`config.mk`:
```
export PLATFORM = sky130hd
export DESIGN_NAME = audio_ser_tx
export DESIGN_NICKNAME = d
export VERILOG_FILES = /design/src/rtl/sertx_pkg.sv /design/src/rtl/sertx_fifo.sv /design/src/rtl/sertx_bitclk.sv /design/src/rtl/sertx_framer.sv /design/src/rtl/audio_ser_tx.sv
export SDC_FILE = /design/constraint.sdc
export NUM_CORES = 1
export LEC_CHECK = 0
export CORE_UTILIZATION = 40
export CTS_BUF_LIST = sky130_fd_sc_hd__clkbuf_16
export CTS_CLUSTER_DIAMETER = 200
export DETAILED_ROUTE_END_ITERATION = 10
export DONT_BUFFER_PORTS = 1
export PLACE_DENSITY = 0.54
export SLEW_MARGIN = 20
export SYNTH_ARGS = -nofsm -noshare
export SYNTH_HDL_FRONTEND = slang
export SYNTH_SLANG_ARGS = --single-unit
export TNS_END_PERCENT = 50
```
`constraint.sdc`:
```
create_clock -name clk -period 9.6 [get_ports clk]
set_input_delay 0.48 -clock clk [delete_from_list [all_inputs] [get_ports clk]]
set_output_delay 0.48 -clock clk [all_outputs]
set_load 0.1 [all_outputs]
```
`src/rtl/sertx_pkg.sv`:
```
package sertx_pkg;
  localparam int BYTE_W   = 8;
  localparam int SAMPLE_W = 16;

  typedef enum logic [1:0] {
    FMT_STD   = 2'd0,
    FMT_LEFT  = 2'd1,
    FMT_RIGHT = 2'd2
  } fmt_e;
endpackage

```
`src/rtl/sertx_fifo.sv`:
```
module sertx_fifo #(
  parameter int DEPTH = 64,
  localparam int AW = $clog2(DEPTH),
  localparam int CW = $clog2(DEPTH + 1)
) (
  input  logic                        clk,
  input  logic                        rst_n,
  input  logic                        in_valid,
  input  logic [sertx_pkg::BYTE_W-1:0] in_data,
  output logic                        in_ready,
  output logic [sertx_pkg::BYTE_W-1:0] peek0,
  output logic [sertx_pkg::BYTE_W-1:0] peek1,
  output logic [CW-1:0]               level,
  input  logic [1:0]                  pop_n
);
  logic [sertx_pkg::BYTE_W-1:0] mem [DEPTH];
  logic [AW-1:0] wr_ptr, rd_ptr;
  logic          push;

  assign in_ready = (level < CW'(DEPTH));
  assign push     = in_valid && in_ready;
  assign peek0    = mem[rd_ptr];
  assign peek1    = mem[rd_ptr + AW'(1)];

  always_ff @(posedge clk) begin
    if (push) mem[wr_ptr] <= in_data;
  end

  always_ff @(posedge clk or negedge rst_n) begin
    if (!rst_n) begin
      wr_ptr <= '0;
      rd_ptr <= '0;
      level  <= '0;
    end else begin
      if (push) wr_ptr <= wr_ptr + AW'(1);
      rd_ptr <= rd_ptr + AW'(pop_n);
      level  <= level + CW'(push) - CW'(pop_n);
    end
  end

  assert_no_overflow_R3: assert property (@(posedge clk) disable iff (!rst_n)
    level <= CW'(DEPTH));
  assert_pop_within_level_R13: assert property (@(posedge clk) disable iff (!rst_n)
    CW'(pop_n) <= level);
endmodule

```
`src/rtl/sertx_bitclk.sv`:
```
module sertx_bitclk #(
  parameter int DIV_W = 8
) (
  input  logic             clk,
  input  logic             rst_n,
  input  logic             en,
  input  logic [DIV_W-1:0] div,
  input  logic             drive_rise,
  output logic             sck,
  output logic             drive_tick
);
  logic [DIV_W-1:0] cnt;
  logic             wrap;

  assign wrap       = en && (cnt == div);
  assign drive_tick = wrap && (sck != drive_rise);

  always_ff @(posedge clk or negedge rst_n) begin
    if (!rst_n) begin
      cnt <= '0;
      sck <= 1'b0;
    end else if (!en) begin
      cnt <= '0;
      sck <= 1'b0;
    end else if (wrap) begin
      cnt <= '0;
      sck <= ~sck;
    end else begin
      cnt <= cnt + DIV_W'(1);
    end
  end

  assert_sck_idle_R1: assert property (@(posedge clk) disable iff (!rst_n)
    !en |=> !sck);
  assert_sck_moves_on_wrap_R2: assert property (@(posedge clk) disable iff (!rst_n)
    (en && !wrap) |=> (sck == $past(sck)));
endmodule

```
`src/rtl/sertx_framer.sv`:
```
module sertx_framer #(
  parameter int SLOT_MAX = 32,
  parameter int LVL_W    = 7,
  localparam int PW = $clog2(2 * SLOT_MAX) + 1,
  localparam int SW = sertx_pkg::SAMPLE_W
) (
  input  logic                         clk,
  input  logic                         rst_n,
  input  logic                         en,
  input  logic                         drive_tick,
  input  logic [1:0]                   fmt,
  input  logic                         mono,
  input  logic                         len16,
  input  logic                         lsb_first,
  input  logic                         slot32,
  input  logic [sertx_pkg::BYTE_W-1:0] peek0,
  input  logic [sertx_pkg::BYTE_W-1:0] peek1,
  input  logic [LVL_W-1:0]             level,
  output logic [1:0]                   pop_n,
  output logic                         sd,
  output logic                         ws,
  output logic                         underflow
);
  import sertx_pkg::*;

  logic [PW-1:0] pos, nxt, slot, last, k, len, off, j, idx, ws_pos;
  logic [SW-1:0] hold, word, fetched;
  logic [LVL_W-1:0] need;
  logic fetch, have, in_data, nsd, nws;

  always_comb begin
    slot    = slot32 ? PW'(SLOT_MAX) : PW'(SLOT_MAX / 2);
    last    = (slot << 1) - PW'(1);
    nxt     = (pos >= last) ? '0 : pos + PW'(1);
    k       = (nxt >= slot) ? nxt - slot : nxt;
    need    = len16 ? LVL_W'(2) : LVL_W'(1);
    have    = (level >= need);
    fetch   = drive_tick && ((nxt == '0) || ((nxt == slot) && !mono));
    fetched = len16 ? {peek1, peek0} : {{(SW - BYTE_W){1'b0}}, peek0};
    if (!have) fetched = '0;
    word    = fetch ? fetched : hold;
    pop_n   = (fetch && have) ? need[1:0] : 2'd0;
    len     = len16 ? PW'(16) : PW'(8);
    off     = (fmt == FMT_RIGHT) ? slot - len : '0;
    in_data = (k >= off) && (k < off + len);
    j       = k - off;
    idx     = lsb_first ? j : len - PW'(1) - j;
    nsd     = in_data && |(word & (SW'(1) << idx));
    ws_pos  = (fmt == FMT_STD || fmt == 2'd3) ? ((nxt == last) ? '0 : nxt + PW'(1)) : nxt;
    nws     = (ws_pos >= slot);
  end

  always_ff @(posedge clk or negedge rst_n) begin
    if (!rst_n) begin
      pos       <= '1;
      sd        <= 1'b0;
      ws        <= 1'b0;
      hold      <= '0;
      underflow <= 1'b0;
    end else if (!en) begin
      pos       <= '1;
      sd        <= 1'b0;
      ws        <= 1'b0;
      hold      <= '0;
      underflow <= 1'b0;
    end else if (drive_tick) begin
      pos <= nxt;
      sd  <= nsd;
      ws  <= nws;
      if (fetch) hold <= fetched;
      if (fetch && !have) underflow <= 1'b1;
    end
  end

  assert_line_holds_between_edges_R10: assert property (@(posedge clk) disable iff (!rst_n)
    (en && !drive_tick) |=> ($stable(sd) && $stable(ws)));
  assert_underflow_sticky_R13: assert property (@(posedge clk) disable iff (!rst_n)
    (underflow && en) |=> underflow);
endmodule

```
`src/rtl/audio_ser_tx.sv`:
```
module audio_ser_tx #(
  parameter int DEPTH    = 64,
  parameter int DIV_W    = 8,
  parameter int SLOT_MAX = 32,
  localparam int LVL_W = $clog2(DEPTH + 1)
) (
  input  logic             clk,
  input  logic             rst_n,
  input  logic             s_valid,
  input  logic [7:0]       s_data,
  output logic             s_ready,
  input  logic             cfg_enable,
  input  logic [1:0]       cfg_fmt,
  input  logic             cfg_mono,
  input  logic             cfg_len16,
  input  logic             cfg_lsb_first,
  input  logic             cfg_drive_rise,
  input  logic             cfg_slot32,
  input  logic [DIV_W-1:0] cfg_div,
  output logic             sck,
  output logic             sd,
  output logic             ws,
  output logic             irq_empty,
  output logic             underflow
);
  logic [7:0]       peek0, peek1;
  logic [LVL_W-1:0] level;
  logic [1:0]       pop_n;
  logic             drive_tick;

  sertx_fifo #(.DEPTH(DEPTH)) u_fifo (
    .clk(clk), .rst_n(rst_n), .in_valid(s_valid), .in_data(s_data),
    .in_ready(s_ready), .peek0(peek0), .peek1(peek1), .level(level),
    .pop_n(pop_n)
  );

  sertx_bitclk #(.DIV_W(DIV_W)) u_bitclk (
    .clk(clk), .rst_n(rst_n), .en(cfg_enable), .div(cfg_div),
    .drive_rise(cfg_drive_rise), .sck(sck), .drive_tick(drive_tick)
  );

  sertx_framer #(.SLOT_MAX(SLOT_MAX), .LVL_W(LVL_W)) u_framer (
    .clk(clk), .rst_n(rst_n), .en(cfg_enable), .drive_tick(drive_tick),
    .fmt(cfg_fmt), .mono(cfg_mono), .len16(cfg_len16),
    .lsb_first(cfg_lsb_first), .slot32(cfg_slot32), .peek0(peek0),
    .peek1(peek1), .level(level), .pop_n(pop_n), .sd(sd), .ws(ws),
    .underflow(underflow)
  );

  assign irq_empty = cfg_enable && (level == '0);

  assert_irq_implies_room_R12: assert property (@(posedge clk) disable iff (!rst_n)
    irq_empty |-> s_ready);
endmodule

```
==> impl_metrics.toml, run 1 <==
[synth]
synthCells = 1858
synth_nets = 1930
synth_ff_type = "edfxtp_1"
ys_top_cells_by_count = "edfxtp_1, mux4_2, nand2_1"
synth_most_common_cell = "edfxtp_1"
ys_ff_latch = 566
async_reset_ff_share_pct = 9.54
ys_seq_area_share_pct = 57.7
synth.area.top_cells = "edfxtp_1, mux4_2, dfrtp_1"
yosysWarnings = 0
yosys.area.top_type_share_pct = 53.0
syn-cell-area_sq_um = 29000
yosys.area.top_type = "edfxtp_1"
synth_edf_count = 512
syn_area_per_cell_sq_um = 15.6
post_synth_num_cell_types = 97

[global_routing]
grt.total_usage_pct = 23.9
grt_pass1_vias = 17500
grt_pass1_wl_um = 128000
grt_max_degree = 77
gr-total-overflow = 0
antenna_found_initial = 2

[setup_path]
critical_path.max_fanout = 12
path_class = "flop to flop"
rrSetupSlack_ps = 3280
crit_family = "compound AO/OA/AOI/OAI gates"
r2r-end = "u_framer.sd$_DFFE_PN0P_"
r2r_cells = 24
slowest_stage = "fa_1"
crit_buf_inv = 2
worstPathRequired_ps = 10150
r2r_start = "u_framer.pos[0]$_DFFE_PN1P_"
max_stage_delay_ps = 560
end_kind = "flop"
startpoint_type = "flop"
cp.arrival_ps = 6870
crit_chain = "ha_1 -> a21o_1 -> a31oi_1 -> nand2_1 -> ha_1 -> and2_1 -> a22o_2 -> a21oi_1 -> nor2_1 -> o21ai_0 -> nand2_1 -> o21ai_0 -> inv_1 -> fa_1 -> inv_1 -> fa_1 -> or3_1 -> a2bb2oi_1 -> o31ai_1 -> nor4_1 -> a22oi_1 -> o211ai_1 -> a211oi_2 -> a41oi_1"

[finish]
final_area_sq_um = 31900
nFillCells = 6273
syn2layout_area_growth_pct = 9.86
finalNetCount = 1905
drive_gt1_share_pct = 22.0

[cts]
clock-root-buffer = "clkbuf_16"
insertion_delay_ps = 630
clockBufferDepth = 3
hold_buffers = 11
numCtsBuffers = 60
cts_max_level = 2
cts.clk_slew.worst_paths_ps = 60
ctsResizeCount = 0
cts_tree = "yes"
cts.sinks = 566
cts_setup_buffers = 0

[placed_design]
place_hpwl_um = 58000
placed_area_sq_um = 29600
post-place-ws_ps = 2900
port_buffers = 0
routabilityCongestion = 0.881

[power]
seqPwrFrac_pct = 47.4
p_per_area_nw_per_um2 = 188
switching_share_pct = 26.0
p_switching_mw = 1.55
power.share.clock_pct = 39.9
p_comb_share_pct = 12.7
ir_worst_vdd_uv = 134
internal-power_mw = 4.43
leakage_nw = 10.3

[timing]
final_hold_viol_count = 0
skew_ps = 26.6
setup_viol = 0
tightest_slew_ps = 1170
slew-limit-headroom_pct = 22.3
min_period_ps = 6320
fin_crit_sh_pct = 65.8
fmax_ghz = 0.158
rsz0062_at_grt = "false"
layout_setup_ws_ps = 3280
setup_tns_ps = 0
slew_violations = 0

[die]
core_sq_um = 71600
fp-row-count = 98
die_x_um = 271
initial_core_util_pct = 40.5
die_area_sq_um = 73600
die_y_um = 271
pin_count = 33

[route]
wl_per_cell_um = 31.1
via_per_inst = 6.26
vias = 17800
final_antenna_net_count = 0
drc = 0
first_pass_iters = 7
finalWirelength_um = 88200
initialDrtViolationCount = 1917

[run]
maxCapViolations = 0

[worst_hold_path]
hold_depth = 2
hold_end = "u_bitclk.cnt[0]$_DFF_PN0_"
min-delay-path-class = "input port to flop"
hp-start = "cfg_enable"

[outcome]
status = "complete, no violations"
metrics by stage:
stage	total power [mW]	util [%]	hold WS, ps	instances
after detailed placement	3.59	41.3	186	2710
final	5.99	44.5	137	2834
after global placement	3.58	41.3	186	2710
after CTS	6.01	44.5	104	2833
after global routing	6.17	44.5	138	2833
after floorplan	3.39	-	184	1858
power by group through the flow:
stage                     Sequential, mW  Clock, mW  Combinational (mW)
after global routing                2.84       2.50               0.825
after global placement              2.88          0               0.699
after CTS                           2.83       2.41               0.763
after detailed placement            2.89          0               0.704
after floorplan                     2.84          0               0.549
final                               2.84       2.39               0.760
cell families after synthesis:
logic type	Yosys count	share of synthesized area [%]
other cells	1	0.0129
buf+inv	159	3.60
simple gates	433	6.79
xor+xnor	51	1.68
flops	566	57.7
mux	330	21.1
fa+ha+maj	45	2.04
compound gates	273	7.08
layout make-up:
cell class	instances	area (sq um)	share of cell area, %
multi-input combinational	1133	11300	35.4
clock buffer	61	1530	4.79
tap	950	1190	3.73
clock inverter	51	479	1.50
antenna	1	2.50	0.00785
inverter	35	131	0.412
sequential	566	16700	52.6
timing repair buffer	37	495	1.56
registers in the layout, summed over array words and instances, names as in the netlist:
name                count
u_fifo.mem            512
u_fifo.rd_ptr           6
u_bitclk.sck            1
u_fifo.level            7
u_fifo.wr_ptr           6
u_bitclk.cnt            8
u_framer.pos            7
u_framer.hold          16
u_framer.sd             1
u_framer.ws             1
u_framer.underflow      1
routing by layer:
layer  vias up  part of all wire (%)  GRT usage [%]
met3       123                   7.6           4.26
met1      9419                    42           33.5
met5         -                 0.034              0
met4         4                   2.9           6.96
li1       7437                     -              -
met2       769                    47           38.3
how the worst max path moves through the flow:
stage / start / endpoint / slack (ps) / depth (start not counted)
final: u_framer.pos[0]$_DFFE_PN1P_ / u_framer.sd$_DFFE_PN0P_ / 3280 / 24
after global routing: u_framer.pos[0]$_DFFE_PN1P_ / u_framer.sd$_DFFE_PN0P_ / 2800 / 24
after CTS: u_framer.pos[0]$_DFFE_PN1P_ / u_framer.sd$_DFFE_PN0P_ / 3350 / 24
after detailed placement: cfg_slot32 / u_framer.sd$_DFFE_PN0P_ / 2900 / 25
after global placement: cfg_slot32 / u_framer.sd$_DFFE_PN0P_ / 3100 / 25
after floorplan: cfg_slot32 / u_framer.sd$_DFFE_PN0P_ / 3640 / 27
layout by cell type, fill, tap and decap left out, types with 22 or more instances in the layout:
| master | synthesis | layout |
|---|---|---|
| a21oi_1 | 41 | 41 |
| a31oi_1 | 22 | 22 |
| buf_4 | 31 | 24 |
| clkbuf_16 | 0 | 61 |
| dfrtp_1 | 47 | 42 |
| edfxtp_1 | 512 | 512 |
| ha_1 | 41 | 40 |
| inv_1 | 31 | 45 |
| mux2i_1 | 92 | 92 |
| mux4_2 | 218 | 218 |
| nand2_1 | 165 | 165 |
| nand3_1 | 37 | 37 |
| nor2_1 | 129 | 127 |
| o21ai_0 | 38 | 38 |
| xor2_1 | 26 | 25 |
No activity file was read; power rests on OpenSTA's default activity.
==> inputs of run 2 (changes only) <==
Settings changed: ABC_AREA set to 1, PLACE_DENSITY 0.54 to 0.56.
Clock period 9.6 ns to 5.5 ns, I/O delays scaled along.
==> impl_metrics.toml, run 2 <==
[synth]
syn_area_per_cell_sq_um = 8.62
ys_seq_area_share_pct = 55.9
synth_top_family_by_area = "simple AND/OR/NAND/NOR gates"
syn-cell-area_sq_um = 29900
synth_edf_count = 512
ys_top_cells_by_count = "nand2_1, nand3_1, edfxtp_1"
post_synth_num_cell_types = 38
synth-simple-area-share_pct = 24.4
ys_ff_latch = 566
async_reset_ff_share_pct = 9.54
synth-adder-area-share_pct = 1.98
yosysWarnings = 0
yosys.area.top_type_share_pct = 51.3
yosys.area.top_type = "edfxtp_1"
synth_ff_type = "edfxtp_1"
synth_most_common_cell = "nand2_1"
synthCells = 3475
synth_compound_area_share_pct = 10.6
muxShareOfSynthArea_pct = 0
synth.area.top_cells = "edfxtp_1, nand2_1, nand3_1"
synth_nets = 3547
synth_xor_area_share_pct = 1.05

[finish]
final_cells = 4392
reg_top3 = "u_fifo.mem: 512 flops, u_framer.hold: 16 flops, u_bitclk.cnt: 8 flops"
layout_common_cells = "nand2_1, nand3_1, edfxtp_1"
nFillCells = 7040
final_common_cell = "nand2_1"
antennaDiodeCount = 0
largest_reg_flops = 512
finalNetCount = 3455
final_area_sq_um = 33300
syn2layout_area_growth_pct = 11.1
drive_gt1_share_pct = 5.27
utilization_pct = 45.3
regMostFlops = "u_fifo.mem"

[cts]
cts.sinks = 566
cts_tree = "yes"
clock-root-buffer = "clkbuf_16"
cts_max_level = 3
cts.clk_slew.worst_paths_ps = 60
insertion_delay_ps = 640
ctsResizeCount = 0
numCtsBuffers = 66
clockBufferDepth = 3

[timing]
setup_viol = 0
min_period_ps = 4880
skew_ps = 25.8
fmax_ghz = 0.205
slew_violations = 0
final_hold_viol_count = 0
fin_crit_sh_pct = 88.8
setup_tns_ps = 0
tightest_slew_ps = 1160
slew-limit-headroom_pct = 22.7
rsz0062_at_grt = "false"

[route]
first_pass_iters = 5
vias = 24100
finalWirelength_um = 91400
drc = 0
wl_per_cell_um = 20.8
final_antenna_net_count = 0
via_per_inst = 5.49
initialDrtViolationCount = 2497

[global_routing]
grt.total_usage_pct = 24.2
grt_pass1_wl_um = 136000
gr-total-overflow = 0
grt_max_degree = 231
antenna_found_initial = 0
grt_pass1_vias = 21800

[die]
die_y_um = 276
die_area_sq_um = 76000
initial_core_util_pct = 40.8
fp-row-count = 99
die_x_um = 276
pin_count = 33
core_sq_um = 73500

[power]
ir_worst_vdd_uv = 262
leakage_nw = 12.6
p_per_area_nw_per_um2 = 326

[setup_path]
r2r_start = "u_framer.pos[5]$_DFFE_PN1P_"
r2r_cells = 28
slowest_stage = "dfstp_2"
r2r-end = "u_framer.sd$_DFFE_PN0P_"
path_class = "flop to flop"
cp.arrival_ps = 5430
critical_path.max_fanout = 8
cpMostUsedCell = "nand2_1"
rrSetupSlack_ps = 620
worstPathRequired_ps = 6050
startpoint_type = "flop"
end_kind = "flop"
max_stage_delay_ps = 540

[worst_hold_path]
hold_end = "u_fifo.mem[59][2]$_DFFE_PP_"
min-delay-path-class = "input port to flop"
hp-start = "s_data[2]"
hold_depth = 1

[placed_design]
placed_area_sq_um = 30900
port_buffers = 0
routabilityCongestion = 0.922
place_hpwl_um = 55200
place_inst = 4262

[run]
maxCapViolations = 0

[outcome]
status = "complete, no violations"
[run 2: changes by cell type after synthesis, sizes merged, moves of 22 or more]
cell / change
nand2: +602
nand3: +490
nor2: +307
o21ai: +256
inv: +233
mux4: -222
clkbuf: +159
a21oi: +158
mux2i: -92
buf: -67
o211ai: +61
a31oi: -22
[run 2: layout make-up]
cell class	instances	area (sq um)	share of cell area (%)
timing repair buffer	56	728	2.19
sequential	566	16700	50.3
multi-input combinational	2424	11500	34.5
clock inverter	51	435	1.31
tap	959	1200	3.61
inverter	269	1020	3.06
clock buffer	67	1680	5.04
[run 2: stage by stage]
step	total power, mW	setup WS (ps)	hold WS [ps]
6_report	10.8	616	26.6
5_1_grt	11.2	238	21.6
4_1_cts	10.9	621	14.5
3_5_place_dp	6.45	605	-18.3
3_3_place_gp	6.45	648	-18.0
2_1_floorplan	5.98	1120	-20.6
[run 2: kinds of logic after synthesis]
logic type / after synthesis
compound gates: 587
xor+xnor: 36
fa+ha+maj: 45
buf+inv: 485
flops: 566
other cells: 1
simple gates: 1755
[run 2: worst max-delay path, delay by kind of cell (launching register included)]
kind | cells | cell delay, ps
buffers and inverters | 6 | 490
flip-flops | 1 | 540
AO/OA/AOI/OAI | 3 | 450
AND/OR/NAND/NOR | 15 | 1800
adder cells (fa/ha/maj) | 4 | 1550
[run 2: worst max path at each step]
stage | start | endpoint | slack [ps] | depth (start not counted)
floorplan | u_framer.pos[5]$_DFFE_PN1P_ | u_framer.sd$_DFFE_PN0P_ | 1120 | 29
global placement | cfg_slot32 | u_framer.sd$_DFFE_PN0P_ | 650 | 29
detailed placement | cfg_slot32 | u_framer.sd$_DFFE_PN0P_ | 600 | 29
CTS | u_framer.pos[5]$_DFFE_PN1P_ | u_framer.sd$_DFFE_PN0P_ | 620 | 28
global route | u_framer.pos[5]$_DFFE_PN1P_ | u_framer.sd$_DFFE_PN0P_ | 240 | 28
finish | u_framer.pos[5]$_DFFE_PN1P_ | u_framer.sd$_DFFE_PN0P_ | 620 | 28
[run 2: report_power, final]
group,switching (mW),internal (mW),total [mW]
clock network,1.81,2.55,4.36
logic,1.12,0.438,1.56
registers,0.0897,4.83,4.92
[run 2: timing repair]
action,in CTS,in global routing
hold endpoints to repair,576,0
hold buffers,12,0
setup buffers,0,0
[run 2: per-layer routing]
| layer | vias up | part of all wire (%) | track usage (%) |
|---|---|---|---|
| met5 | - | 0 | 0 |
| met4 | 0 | 3.2 | 8.65 |
| met3 | 163 | 7.2 | 3.83 |
| met2 | 868 | 45 | 37.6 |
| met1 | 11400 | 44 | 34.1 |
| li1 | 11700 | - | - |
